File: config.mk
export PLATFORM = sky130hd
export DESIGN_NAME = insn_field_decoder
export DESIGN_NICKNAME = d
export VERILOG_FILES = /design/src/rtl/ild_pkg.sv /design/src/rtl/ild_ctrl.sv /design/src/rtl/ild_pc_adder.sv /design/src/rtl/ild_datapath.sv /design/src/rtl/insn_field_decoder.sv
export SDC_FILE = /design/constraint.sdc
export NUM_CORES = 1
export LEC_CHECK = 0
export ABC_CLOCK_PERIOD_IN_PS = 5790
export CAP_MARGIN = 20
export CORE_UTILIZATION = 25
export DETAILED_ROUTE_END_ITERATION = 10
export DONT_BUFFER_PORTS = 1
export GPL_TIMING_DRIVEN = 0
export PLACE_DENSITY = 0.47
export SLEW_MARGIN = 10
export SYNTH_ARGS = -nofsm -noshare
export SYNTH_HDL_FRONTEND = slang
export SYNTH_HIERARCHICAL = 1
export SYNTH_SLANG_ARGS = --single-unit
File: constraint.sdc
create_clock -name vclk -period 5.79
set_input_delay 0.8685 -clock vclk [all_inputs]
set_output_delay 0.8685 -clock vclk [all_outputs]
set_load 0.02 [all_outputs]
File: src/rtl/ild_pkg.sv
package ild_pkg;
  localparam int WORD_W      = 32;
  localparam int BYTE_W      = 8;
  localparam int NIB_W       = 4;
  localparam int CONST_BYTES = WORD_W / BYTE_W;
  localparam int FETCH_BYTES = 2 + CONST_BYTES;
  localparam int FETCH_W     = FETCH_BYTES * BYTE_W;
  localparam int LEN_W       = $clog2(FETCH_BYTES + 1);
  localparam int STAT_W      = 3;

  typedef enum logic [NIB_W-1:0] {
    OP_NOP   = 4'h0,
    OP_HALT  = 4'h1,
    OP_RMOV  = 4'h2,
    OP_IMOV  = 4'h3,
    OP_STORE = 4'h4,
    OP_LOAD  = 4'h5,
    OP_ALU   = 4'h6,
    OP_BR    = 4'h7,
    OP_CALL  = 4'h8,
    OP_RET   = 4'h9,
    OP_PUSH  = 4'hA,
    OP_POP   = 4'hB
  } opcode_e;

  localparam logic [NIB_W-1:0]  REG_NONE   = 4'hF;
  localparam logic [NIB_W-1:0]  ALU_FUN_MAX = 4'h3;
  localparam logic [NIB_W-1:0]  BR_FUN_MAX  = 4'h6;
  localparam logic [STAT_W-1:0] ST_AOK = 3'd1;
  localparam logic [STAT_W-1:0] ST_HLT = 3'd2;
  localparam logic [STAT_W-1:0] ST_INS = 3'd4;

  typedef struct packed {
    logic             hasReg;
    logic             hasConst;
    logic             constAtOne;
    logic             badInsn;
    logic             isHalt;
    logic [LEN_W-1:0] lenBytes;
  } ctrl_strobes_t;
endpackage

File: src/rtl/ild_ctrl.sv
module ild_ctrl
  import ild_pkg::*;
(
  input  logic [NIB_W-1:0] iCode,
  input  logic [NIB_W-1:0] iFun,
  output ctrl_strobes_t    strobes
);
  logic funOk;
  logic codeOk;

  always_comb begin
    codeOk = 1'b1;
    funOk  = (iFun == '0);
    case (iCode)
      OP_ALU:  funOk = (iFun <= ALU_FUN_MAX);
      OP_BR:   funOk = (iFun <= BR_FUN_MAX);
      OP_NOP, OP_HALT, OP_RMOV, OP_IMOV, OP_STORE, OP_LOAD,
      OP_CALL, OP_RET, OP_PUSH, OP_POP: funOk = (iFun == '0);
      default: codeOk = 1'b0;
    endcase
  end

  always_comb begin
    strobes = '0;
    strobes.lenBytes = LEN_W'(1);
    if (!(codeOk && funOk)) begin
      strobes.badInsn = 1'b1;
    end else begin
      case (iCode)
        OP_HALT: strobes.isHalt = 1'b1;
        OP_RMOV, OP_ALU, OP_PUSH, OP_POP: begin
          strobes.hasReg   = 1'b1;
          strobes.lenBytes = LEN_W'(2);
        end
        OP_IMOV, OP_STORE, OP_LOAD: begin
          strobes.hasReg   = 1'b1;
          strobes.hasConst = 1'b1;
          strobes.lenBytes = LEN_W'(2 + CONST_BYTES);
        end
        OP_BR, OP_CALL: begin
          strobes.hasConst   = 1'b1;
          strobes.constAtOne = 1'b1;
          strobes.lenBytes   = LEN_W'(1 + CONST_BYTES);
        end
        default: ;
      endcase
    end
  end

  always_comb begin
    AST_BAD_IS_SHORT: assert (!strobes.badInsn ||
      (strobes.lenBytes == LEN_W'(1) && !strobes.hasReg && !strobes.hasConst))
      else $error("illegal encoding not reduced to one byte");
    AST_HALT_LEGAL: assert (!strobes.isHalt || (iCode == OP_HALT && iFun == '0))
      else $error("halt flagged on non-halt encoding");
  end
endmodule

File: src/rtl/ild_pc_adder.sv
module ild_pc_adder
  import ild_pkg::*;
(
  input  logic [WORD_W-1:0] pcIn,
  input  logic [LEN_W-1:0]  lenBytes,
  output logic [WORD_W-1:0] pcNext
);
  always_comb pcNext = pcIn + {{(WORD_W-LEN_W){1'b0}}, lenBytes};

  always_comb begin
    AST_PC_ADVANCES: assert (pcNext != pcIn)
      else $error("next address did not move");
  end
endmodule

File: src/rtl/ild_datapath.sv
module ild_datapath
  import ild_pkg::*;
(
  input  logic [FETCH_W-1:0] fetchBytes,
  input  logic [WORD_W-1:0]  pcIn,
  input  ctrl_strobes_t      strobes,
  output logic [NIB_W-1:0]   regA,
  output logic [NIB_W-1:0]   regB,
  output logic [WORD_W-1:0]  constVal,
  output logic [LEN_W-1:0]   insnLen,
  output logic [WORD_W-1:0]  pcNext,
  output logic [STAT_W-1:0]  status
);
  logic [BYTE_W-1:0] byteArr [FETCH_BYTES];
  logic [WORD_W-1:0] constEarly;
  logic [WORD_W-1:0] constLate;

  for (genvar b = 0; b < FETCH_BYTES; b++) begin : g_split
    assign byteArr[b] = fetchBytes[b*BYTE_W +: BYTE_W];
  end

  for (genvar k = 0; k < CONST_BYTES; k++) begin : g_const
    assign constEarly[k*BYTE_W +: BYTE_W] = byteArr[1 + k];
    assign constLate[k*BYTE_W +: BYTE_W]  = byteArr[2 + k];
  end

  always_comb begin
    regA = REG_NONE;
    regB = REG_NONE;
    if (strobes.hasReg) begin
      regA = byteArr[1][BYTE_W-1 -: NIB_W];
      regB = byteArr[1][NIB_W-1:0];
    end
  end

  always_comb begin
    constVal = '0;
    if (strobes.hasConst) constVal = strobes.constAtOne ? constEarly : constLate;
  end

  always_comb begin
    if (strobes.badInsn)     status = ST_INS;
    else if (strobes.isHalt) status = ST_HLT;
    else                     status = ST_AOK;
  end

  assign insnLen = strobes.lenBytes;

  ild_pc_adder u_pcAdd (
    .pcIn     (pcIn),
    .lenBytes (insnLen),
    .pcNext   (pcNext)
  );

  always_comb begin
    AST_LEN_LEGAL: assert (insnLen == LEN_W'(1) || insnLen == LEN_W'(2) ||
      insnLen == LEN_W'(1 + CONST_BYTES) || insnLen == LEN_W'(2 + CONST_BYTES))
      else $error("length out of set");
    AST_ABSENT_REG_NONE: assert (strobes.hasReg || (regA == REG_NONE && regB == REG_NONE))
      else $error("absent register field not 0xF");
    AST_NO_CONST_ZERO: assert (strobes.hasConst || constVal == '0)
      else $error("constant nonzero without constant field");
    AST_STATUS_ONEHOT: assert ($onehot(status))
      else $error("status not one-hot");
  end
endmodule

File: src/rtl/insn_field_decoder.sv
module insn_field_decoder
  import ild_pkg::*;
(
  input  logic [31:0] pcIn,
  input  logic [47:0] fetchBytes,
  output logic [3:0]  iCode,
  output logic [3:0]  iFun,
  output logic [3:0]  regA,
  output logic [3:0]  regB,
  output logic [31:0] constVal,
  output logic [2:0]  insnLen,
  output logic [31:0] pcNext,
  output logic [2:0]  status
);
  ctrl_strobes_t strobes;

  assign iCode = fetchBytes[BYTE_W-1 -: NIB_W];
  assign iFun  = fetchBytes[NIB_W-1:0];

  ild_ctrl u_ctrl (
    .iCode   (iCode),
    .iFun    (iFun),
    .strobes (strobes)
  );

  ild_datapath u_dp (
    .fetchBytes (fetchBytes),
    .pcIn       (pcIn),
    .strobes    (strobes),
    .regA       (regA),
    .regB       (regB),
    .constVal   (constVal),
    .insnLen    (insnLen),
    .pcNext     (pcNext),
    .status     (status)
  );

  always_comb begin
    AST_ILLEGAL_ONE_BYTE: assert (status != ST_INS || pcNext == pcIn + 32'd1)
      else $error("illegal encoding did not advance by one");
  end
endmodule

== Word level (Yosys, flattened, before mapping) ==
Cells that the tools add are included.

* Memory bits (writable): 0
* Bits in read-only memories: 0
* Word-level logic and storage cells: 38
* Flip-flop bits (word level): 0
* Latch bits: 0
* Input port bits: 80
* Memories: 0

* Multiplexer cells: 15
* Order comparisons: 2
* Bitwise operators: 0
* Divide/modulo/power cells: 0
* Reductions and logical operators: 9
* Eq/ne operators: 11
* Shift-type cells: 0
* $mul: 0
* $add $sub $neg: 1

{| class="wikitable"
|+ Operators with widths
! kind !! count
|-
| 32-bit 2-to-1 mux || 2
|-
| 32-bit by 3-bit adder with 32-bit output || 1
|-
| 4-bit by 3-bit == test with 1-bit output (second input constant) || 4
|-
| 4-bit == test (second input constant) || 4
|-
| 4-bit 2-to-1 mux || 3
|-
| 12-bit OR reduction || 1
|-
| 3-bit case mux with 3 select lines || 1
|-
| 4-bit by 2-bit == test with 1-bit output (second input constant) || 2
|-
| 4-bit zero test || 2
|-
| 7-bit OR reduction || 1
|-
| 3-bit 2-to-1 mux || 2
|-
| 1-bit 2-to-1 mux || 5
|-
| 5-bit OR reduction || 1
|-
| 4-bit by 1-bit == test with 1-bit output (second input constant) || 1
|-
| 4-bit by 2-bit <= comparator with 1-bit output (second input constant) || 1
|-
| 4-bit by 3-bit <= comparator with 1-bit output (second input constant) || 1
|-
| 4-bit OR reduction || 1
|-
| 3-bit OR reduction || 1
|-
| 2-bit 2-to-1 mux || 1
|-
| 1-bit case mux with 2 select lines || 1
|-
| 2-bit OR reduction || 1
|-
| 1-bit logical AND || 1
|}

== Longest topological paths before layout ==
Gate-level depths: netlist of run 1.

* Depth in word-level cells: 7
* Depth in mapped cells: 10

== By module ==
Netlist of run 1, hierarchy kept.

{| class="wikitable"
|+ By module, submodules not included
! module !! instances !! area an instance (um2) !! cells each !! seq. area each (um2)
|-
| ild_datapath || 1 || 693.2 || 85 || 0.0
|-
| ild_pc_adder || 1 || 678.2 || 94 || 0.0
|-
| ild_ctrl || 1 || 190.2 || 24 || 0.0
|-
| insn_field_decoder || 1 || 60.1 || 8 || 0.0
|}

== Worst setup path before layout of run 1 ==
Ideal clock, no wire load.

* Kind: in2out
* Start: input fetchBytes[6]
* End: output pcNext[8]
* Data required time: 4.922 ns
* Path buffers: 1
* Setup slack: 1.882 ns
* Arrival: 3.040 ns
* Stages on the path: 9
* Cells stage by stage: buf_6 > a21oi_1 > nand2_2 > a2111o_1 > ha_1 > fa_1 > a21oi_1 > nor3_1 > xor2_1

{| class="wikitable"
|+ RTL lines
! item !! RTL line !! RTL
|-
| start, declared || insn_field_decoder.sv:5 || <nowiki>input logic [47:0] fetchBytes,</nowiki>
|-
| end, declared || insn_field_decoder.sv:12 || <nowiki>output logic [31:0] pcNext,</nowiki>
|}

==> results.txt, run 1 <==
----------------------------------------------------
[Floorplan]
  Initial Util ... 0.266
  Die ar. ... between 6000 and 7000 µm²
  Y dimension of the die ... just over 80 µm
  I/O pin total ... 166
  Core Area ... 6100 µm²
  Die width ... 82.5 µm
  Std cell rows ... 28

[Layout]
  Share of layout cells above drive strength 1 ... 0.147
  Count of sequential standard cells ... 0
  Area growth from synthesis to layout ... 5.79%
  Final non-filler cell total ... 286
  Area taken by flip-flops and latches ... 0 µm²
  Leading cell type in the layout, fill and taps excluded ... nor2b_1
  Leading cell types in the layout, fill and taps excluded ... nor2b_1 (33), mux2i_1 (32), xnor2_1 (26)
  Layout Nets ... 297
  Clk_buf instances ... 0
  Final cell area excluding filler cells ... 1720 µm²
  Antenna cell count ... 0

[Critical path]
  Worst Path Max Fanout ... 9
  Kind of start point of the critical path ... primary input
  Kind of end point of the critical path ... output pin
  Required time worst endpoint ... 4.92 ns
  WS Path Type ... in2out
  Data arrival time at the worst-slack endpoint ... 3.36 ns

[Timing]
  Actual slew at the worst max-slew pin ... 0.934 ns
  Max Slew Vio Count ... 0
  Post-route minimum period ... 4.23 ns
  Fmax ... 0.237 GHz
  Final period util ... 0.730
  Relative slew margins ... 0.376
  Final hold vios ... 0
  Setup repair after global routing missed its margin ... no
  Sum Neg Setup Slack ... 0 ns
  Setup violations, final ... 0

[CTS]
  Hold buffer count at cts ... 0
  Post-CTS Resized ... 0
  Setup repair bufs after CTS ... 0

[Drt]
  Number of routed nets with antenna violations ... 0
  Routed wirelength normalized by instance count ... between 15 and 20 µm
  Total DRC errors in the routed layout ... 0
  Total Routed Length ... between 4 and 5 mm
  Detailed-route via count ... 1539
  First-pass DRT Iterations ... 4
  DR vias/cell ... between 5 and 6
  Number of DRC markers after the initial detailed-route iteration ... 23

[Synthesis]
  Synth Instances ... 211
  Post-synthesis share of cell area spent on xor and xnor gates ... 0.162
  Post-synthesis average cell area ... 7.69 µm²
  Warnings from Yosys ... 6
  Post-Synthesis Cell Area ... 1620 µm²
  Post-synthesis compound-gate area fraction ... 0.0579
  Simple logic cell fraction of the synthesized area ... 0.410
  Portion of synthesized cell area occupied by the leading cell type ... 0.198
  Adder-cell share of the synthesized area ... 0.0355
  Combinational family with the most area after synthesis ... simple AND/OR/NAND/NOR gates
  Number of nets in the synthesized netlist ... 295
  Sequential element share of the synthesized area ... 0
  Top cell type by total area after synthesis ... mux2i_1
  Distinct cell type count after synthesis ... 34
  Mux cell area share after synthesis ... 0.204
  Cell types occupying the most area after synthesis ... mux2i_1 (20%), xnor2_1 (14%), nor2b_1 (13%)

[Placed design]
  Count of placed standard cells including taps ... 286
  Post-detailed-placement cell area ... 1720 µm²
  Placer Congestion ... roughly 0.78
  Placed wire-length estimate ... 4.05 mm
  Port bufs ... 0

[Global routing]
  Number of antenna violations at the first check in global routing ... 0
  Wire length of the first global-routing pass ... 6.46 mm
  Overall Global Routing Usage ... 0.119
  Number of global-route vias before repair ... 1383
  Overflow after GRT ... 0
  Pin count of the biggest net entering global routing ... 11

[Job]
  Number of max-capacitance violations reported ... 0

[Pwr]
  Power density relative to cell area ... 51.1 nW/µm²
  P_leak ... 0.000505 µW
  Maximum vdd drop ... around 0.025 mV

[Run status]
  Status ... finished clean

[Hold path]
  Class of the tightest hold or removal check ... in2out

----------------------------------------------------
[path summary, 6_finish.rpt]
kind	startpoint	endpoint	slack, ns	cells after the start
hold / removal	fetchBytes[6]	iCode[2]	1.85	1
setup / recovery	fetchBytes[6]	pcNext[8]	1.56	9
[synth_stat cells (2+ instances only)]
cell	instances
nand2_1	13
nand2b_1	10
buf_12	3
nand4_1	19
nor2_1	8
inv_1	3
mux2i_1	32
buf_4	13
a2111oi_2	2
buf_6	2
a21oi_1	5
xor2_1	4
ha_1	3
nor4_4	2
nand3_1	5
clkbuf_1	4
nor3_1	6
nor2b_1	33
xnor2_1	26
and3_1	3
nand3_2	2
[power by group]
group | total, µW | internal (µW) | switching (µW) | leakage (µW)
Sequential | 0 | 0 | 0 | 0
Clock | 0 | 0 | 0 | 0
Combinational | 87.7 | 31.5 | 56.1 | 0.000505
Total | 87.7 | 31.5 | 56.1 | 0.000505
[routing by layer]
| layer | vias up | part of all wire | global-route usage |
|---|---|---|---|
| li1 | 734 | - | - |
| met1 | 710 | 0.41 | 0.150 |
| met5 | - | 0 | 0 |
| met2 | 95 | 0.49 | 0.226 |
| met4 | 0 | 0 | 0 |
| met3 | 0 | 0.10 | 0.0132 |
[final cells by class]
class                           count  area [µm²]
Fill cell                         683        4380
Multi-Input combinational cell    185        1410
Buffer                             23         200
Tap cell                           75        93.8
Inverter                            3        11.3
[stage by stage]
| step | util | hold slack [ns] | setup WS [ns] | power [µW] |
|---|---|---|---|---|
| 6_report | 0.281 | 1.85 | 1.56 | 87.7 |
| 5_1_grt | 0.281 | 1.85 | 1.24 | 94.7 |
| 4_1_cts | 0.281 | 1.85 | 1.48 | 88.8 |
| 3_5_place_dp | 0.281 | 1.85 | 1.50 | 88.6 |
| 3_3_place_gp | 0.281 | 1.85 | 1.47 | 88.0 |
| 2_1_floorplan | - | 1.85 | 1.88 | 80.0 |
[critical path, cell delays in order]
cell and delay [ns]:
buf_6 0.12, a21oi_1 0.15, nand2_2 0.14, a2111o_1 0.41
ha_1 0.23, fa_1 0.41, a21oi_1 0.45, nor3_1 0.17
xor2_1 0.41
[cell families after synthesis]
family	Yosys count
AOI/OAI and AO/OA	10
xor gates and xnor gates	30
adders and majority gates	4
buffers and inverters	26
muxes	33
and+or+nand+nor	108
(Power assumes the default switching activity.)
==> inputs of run 2 (changes only) <==
--- a/config.mk
+++ b/config.mk
@@ -5,13 +5,14 @@
 export SDC_FILE = /design/constraint.sdc
 export NUM_CORES = 1
 export LEC_CHECK = 0
-export ABC_CLOCK_PERIOD_IN_PS = 5790
+export ABC_AREA = 1
+export ABC_CLOCK_PERIOD_IN_PS = 3800
 export CAP_MARGIN = 20
 export CORE_UTILIZATION = 25
 export DETAILED_ROUTE_END_ITERATION = 10
 export DONT_BUFFER_PORTS = 1
 export GPL_TIMING_DRIVEN = 0
-export PLACE_DENSITY = 0.47
+export PLACE_DENSITY = 0.49
 export SLEW_MARGIN = 10
 export SYNTH_ARGS = -nofsm -noshare
 export SYNTH_HDL_FRONTEND = slang
==> constraint.sdc (replaced) <==
create_clock -name vclk -period 3.8
set_input_delay 0.57 -clock vclk [all_inputs]
set_output_delay 0.57 -clock vclk [all_outputs]
set_load 0.02 [all_outputs]
==> run 2 against run 1 <==
  * Global-route usage is 2.1 points higher
  * Flip-flop and latch count is the same
  * Combinational power is 64% higher
  * Count of clock-buffer cells in the layout did not move
  * Hold slack got worse by 0.60 ns
  * Power grew 65%
  * Critical path depth grew 3
  * Synthesized cell count grew 110%
==> results.txt, run 2 <==
----------------------------------------------------
[Run status]
  Status ... finished clean

[Synthesis]
  Commonest cells post-synth ... nand2_1 (180), nor2_1 (112), inv_1 (54)
  Mux cell area share after synthesis ... 0 (-0.204)
  Distinct cell type count after synthesis ... 25 (-26%)
  Cell types occupying the most area after synthesis ... nand2_1 (33%), nor2_1 (21%), inv_1 (10%)
  Adder-cell share of the synthesized area ... 0.0284 (-0.00712)
  Combinational family with the most area after synthesis ... simple AND/OR/NAND/NOR gates
  Top cell type by total area after synthesis ... nand2_1
  Sequential element share of the synthesized area ... 0 (unchanged)
  Post-synthesis average cell area ... 4.66 µm² (-39%)
  Simple logic cell fraction of the synthesized area ... 0.706 (+0.296)
  Post-synthesis share of cell area spent on xor and xnor gates ... 0.0605 (-0.102)
  Post-Synthesis Cell Area ... 2030 µm² (+25%)
  Post-synthesis compound-gate area fraction ... 0.00925 (-0.0486)
  Synth Instances ... 435 (+110%)
  Most frequent cell after synthesis ... nand2_1
  Warnings from Yosys ... 6 (unchanged)
  Portion of synthesized cell area occupied by the leading cell type ... 0.333 (+0.136)
  Number of nets in the synthesized netlist ... 519 (+76%)

[Placed design]
  Placer Congestion ... 0.881 (+12%)
  Port bufs ... 0 (unchanged)
  Count of placed standard cells including taps ... 537 (+88%)
  Placed wire-length estimate ... 5.62 mm (+39%)

[Layout]
  Leading cell types in the layout, fill and taps excluded ... nand2_1 (180), nor2_1 (112), inv_1 (54)
  Layout Nets ... 521 (+75%)
  Antenna cell count ... 0 (unchanged)
  # fillers ... 941 (+38%)
  Utilization after layout ... 0.278 (-0.00386)
  Area taken by flip-flops and latches ... 0 µm² (unchanged)
  Final non-filler cell total ... 537 (+88%)
  Area growth from synthesis to layout ... 6.29%
  Count of sequential standard cells ... 0 (unchanged)
  Multi-input gate area in the final layout ... 1630 µm² (+16%)
  Clk_buf instances ... 0 (unchanged)
  Leading cell type in the layout, fill and taps excluded ... nand2_1
  Share of layout cells above drive strength 1 ... 0.106 (-0.0412)

[Timing]
  Fmax ... 0.331 GHz
  Final hold vios ... 0 (unchanged)
  Relative slew margins ... 0.565 (+0.189)
  Post-route minimum period ... 3.02 ns
  Setup repair after global routing missed its margin ... no
  Setup violations, final ... 0 (unchanged)
  Max Slew Vio Count ... 0 (unchanged)
  Sum Neg Setup Slack ... 0 ns (unchanged)
  Actual slew at the worst max-slew pin ... 0.648 ns (-0.286 ns)
  Final period util ... 0.796

[Drt]
  Number of DRC markers after the initial detailed-route iteration ... 59 (+160%)
  DR vias/cell ... 4.43 (-18%)
  Routed wirelength normalized by instance count ... 11.7 µm (-28%)
  Total Routed Length ... 6.26 mm (+35%)
  Detailed-route via count ... 2379 (+55%)
  First-pass DRT Iterations ... 4 (unchanged)
  Total DRC errors in the routed layout ... 0 (unchanged)
  Number of routed nets with antenna violations ... 0 (unchanged)

[Critical path]
  Required time worst endpoint ... 3.23 ns (-1.69 ns)
  WS Path Type ... in2out
  Kind of start point of the critical path ... primary input
  Origin of the worst setup path ... fetchBytes[6]
  Data arrival time at the worst-slack endpoint ... 2.45 ns (-0.91 ns)
  Endpoint of the most critical setup path ... pcNext[16]
  Kind of end point of the critical path ... output pin
  Worst Path Max Fanout ... 6 (-3)

[Global routing]
  Wire length of the first global-routing pass ... 9.89 mm (+53%)
  Number of global-route vias before repair ... 2216 (+60%)
  Overflow after GRT ... 0 (unchanged)
  Number of antenna violations at the first check in global routing ... 0 (unchanged)
  Overall Global Routing Usage ... 0.139 (+0.0207)
  Pin count of the biggest net entering global routing ... 11 (unchanged)

[Hold path]
  Startpoint of the worst hold path ... fetchBytes[3]
  Class of the tightest hold or removal check ... in2out

[Floorplan]
  Die ar. ... 8480 µm² (+24%)
  Y dimension of the die ... 92.1 µm (+12%)
  Die width ... 92.1 µm (+12%)
  Initial Util ... 0.261 (-0.00490)
  I/O pin total ... 166 (unchanged)
  Core Area ... 7770 µm² (+27%)
  Std cell rows ... 32 (+14%)

[Pwr]
  Maximum vdd drop ... 0.0271 mV (+6.7%)
  Power density relative to cell area ... 67.0 nW/µm² (+31%)
  P_leak ... 0.00104 µW (+110%)

[CTS]
  Hold buffer count at cts ... 0 (unchanged)
  Setup repair bufs after CTS ... 0 (unchanged)
  Post-CTS Resized ... 0 (unchanged)

[Job]
  Number of max-capacitance violations reported ... 0 (unchanged)

----------------------------------------------------
## run 2: metrics by stage
step           setup slack (ns)  total power [µW]  hold WS, ns  cell area (µm²)
6_report                  0.776               144         1.25             2160
5_1_grt                   0.578               159         1.25             2160
4_1_cts                   0.750               146         1.25             2160
3_5_place_dp              0.759               145         1.25             2160
3_3_place_gp              0.759               144         1.25             2160
2_1_floorplan             0.953               129         1.25             2030
## run 2: power by group
part | switching, µW | internal (µW)
logic | 99.8 | 44.5
clock network | 0 | 0
registers | 0 | 0
## run 2: cell families (layout without fill, tap and decap cells)
kind of cell | count (synthesis) | in the layout
and+or+nand+nor | 335 | 335
buffers and inverters | 79 | 79
xor gates and xnor gates | 14 | 14
adders and majority gates | 4 | 4
AOI/OAI and AO/OA | 3 | 3
## run 2: how the worst min path moves through the flow
stage,to,depth (start not counted)
after global routing,iCode[3],1
after global placement,iFun[3],1
final,iFun[3],1
after detailed placement,iCode[3],1
after floorplan,iCode[0],1
after CTS,iCode[3],1
## run 2: worst max-delay path: stages
cell     delay, ns
inv_2         0.03
nor2_4        0.11
nand2_1       0.06
o21ai_0       0.10
nand3_1       0.16
ha_1          0.24
fa_1          0.40
nand3_1       0.11
nand2_2       0.13
nand2_2       0.12
nor2_1        0.05
xor2_1        0.37
## run 2: routing by layer
| layer | global-route usage | vias to the layer above | wire length, µm |
|---|---|---|---|
| met2 | 0.276 | 109 | 3070 |
| li1 | - | 1271 | - |
| met5 | 0 | - | 0 |
| met3 | 0.0323 | 6 | 691 |
| met1 | 0.151 | 993 | 2420 |
| met4 | 0.0195 | 0 | 74 |
## run 2: area by class of cell
| type | instances | share of cell area |
|---|---|---|
| multi-input cells | 356 | 0.756 |
| well taps | 102 | 0.0592 |
| plain buffers | 23 | 0.0871 |
| inverters | 56 | 0.0975 |
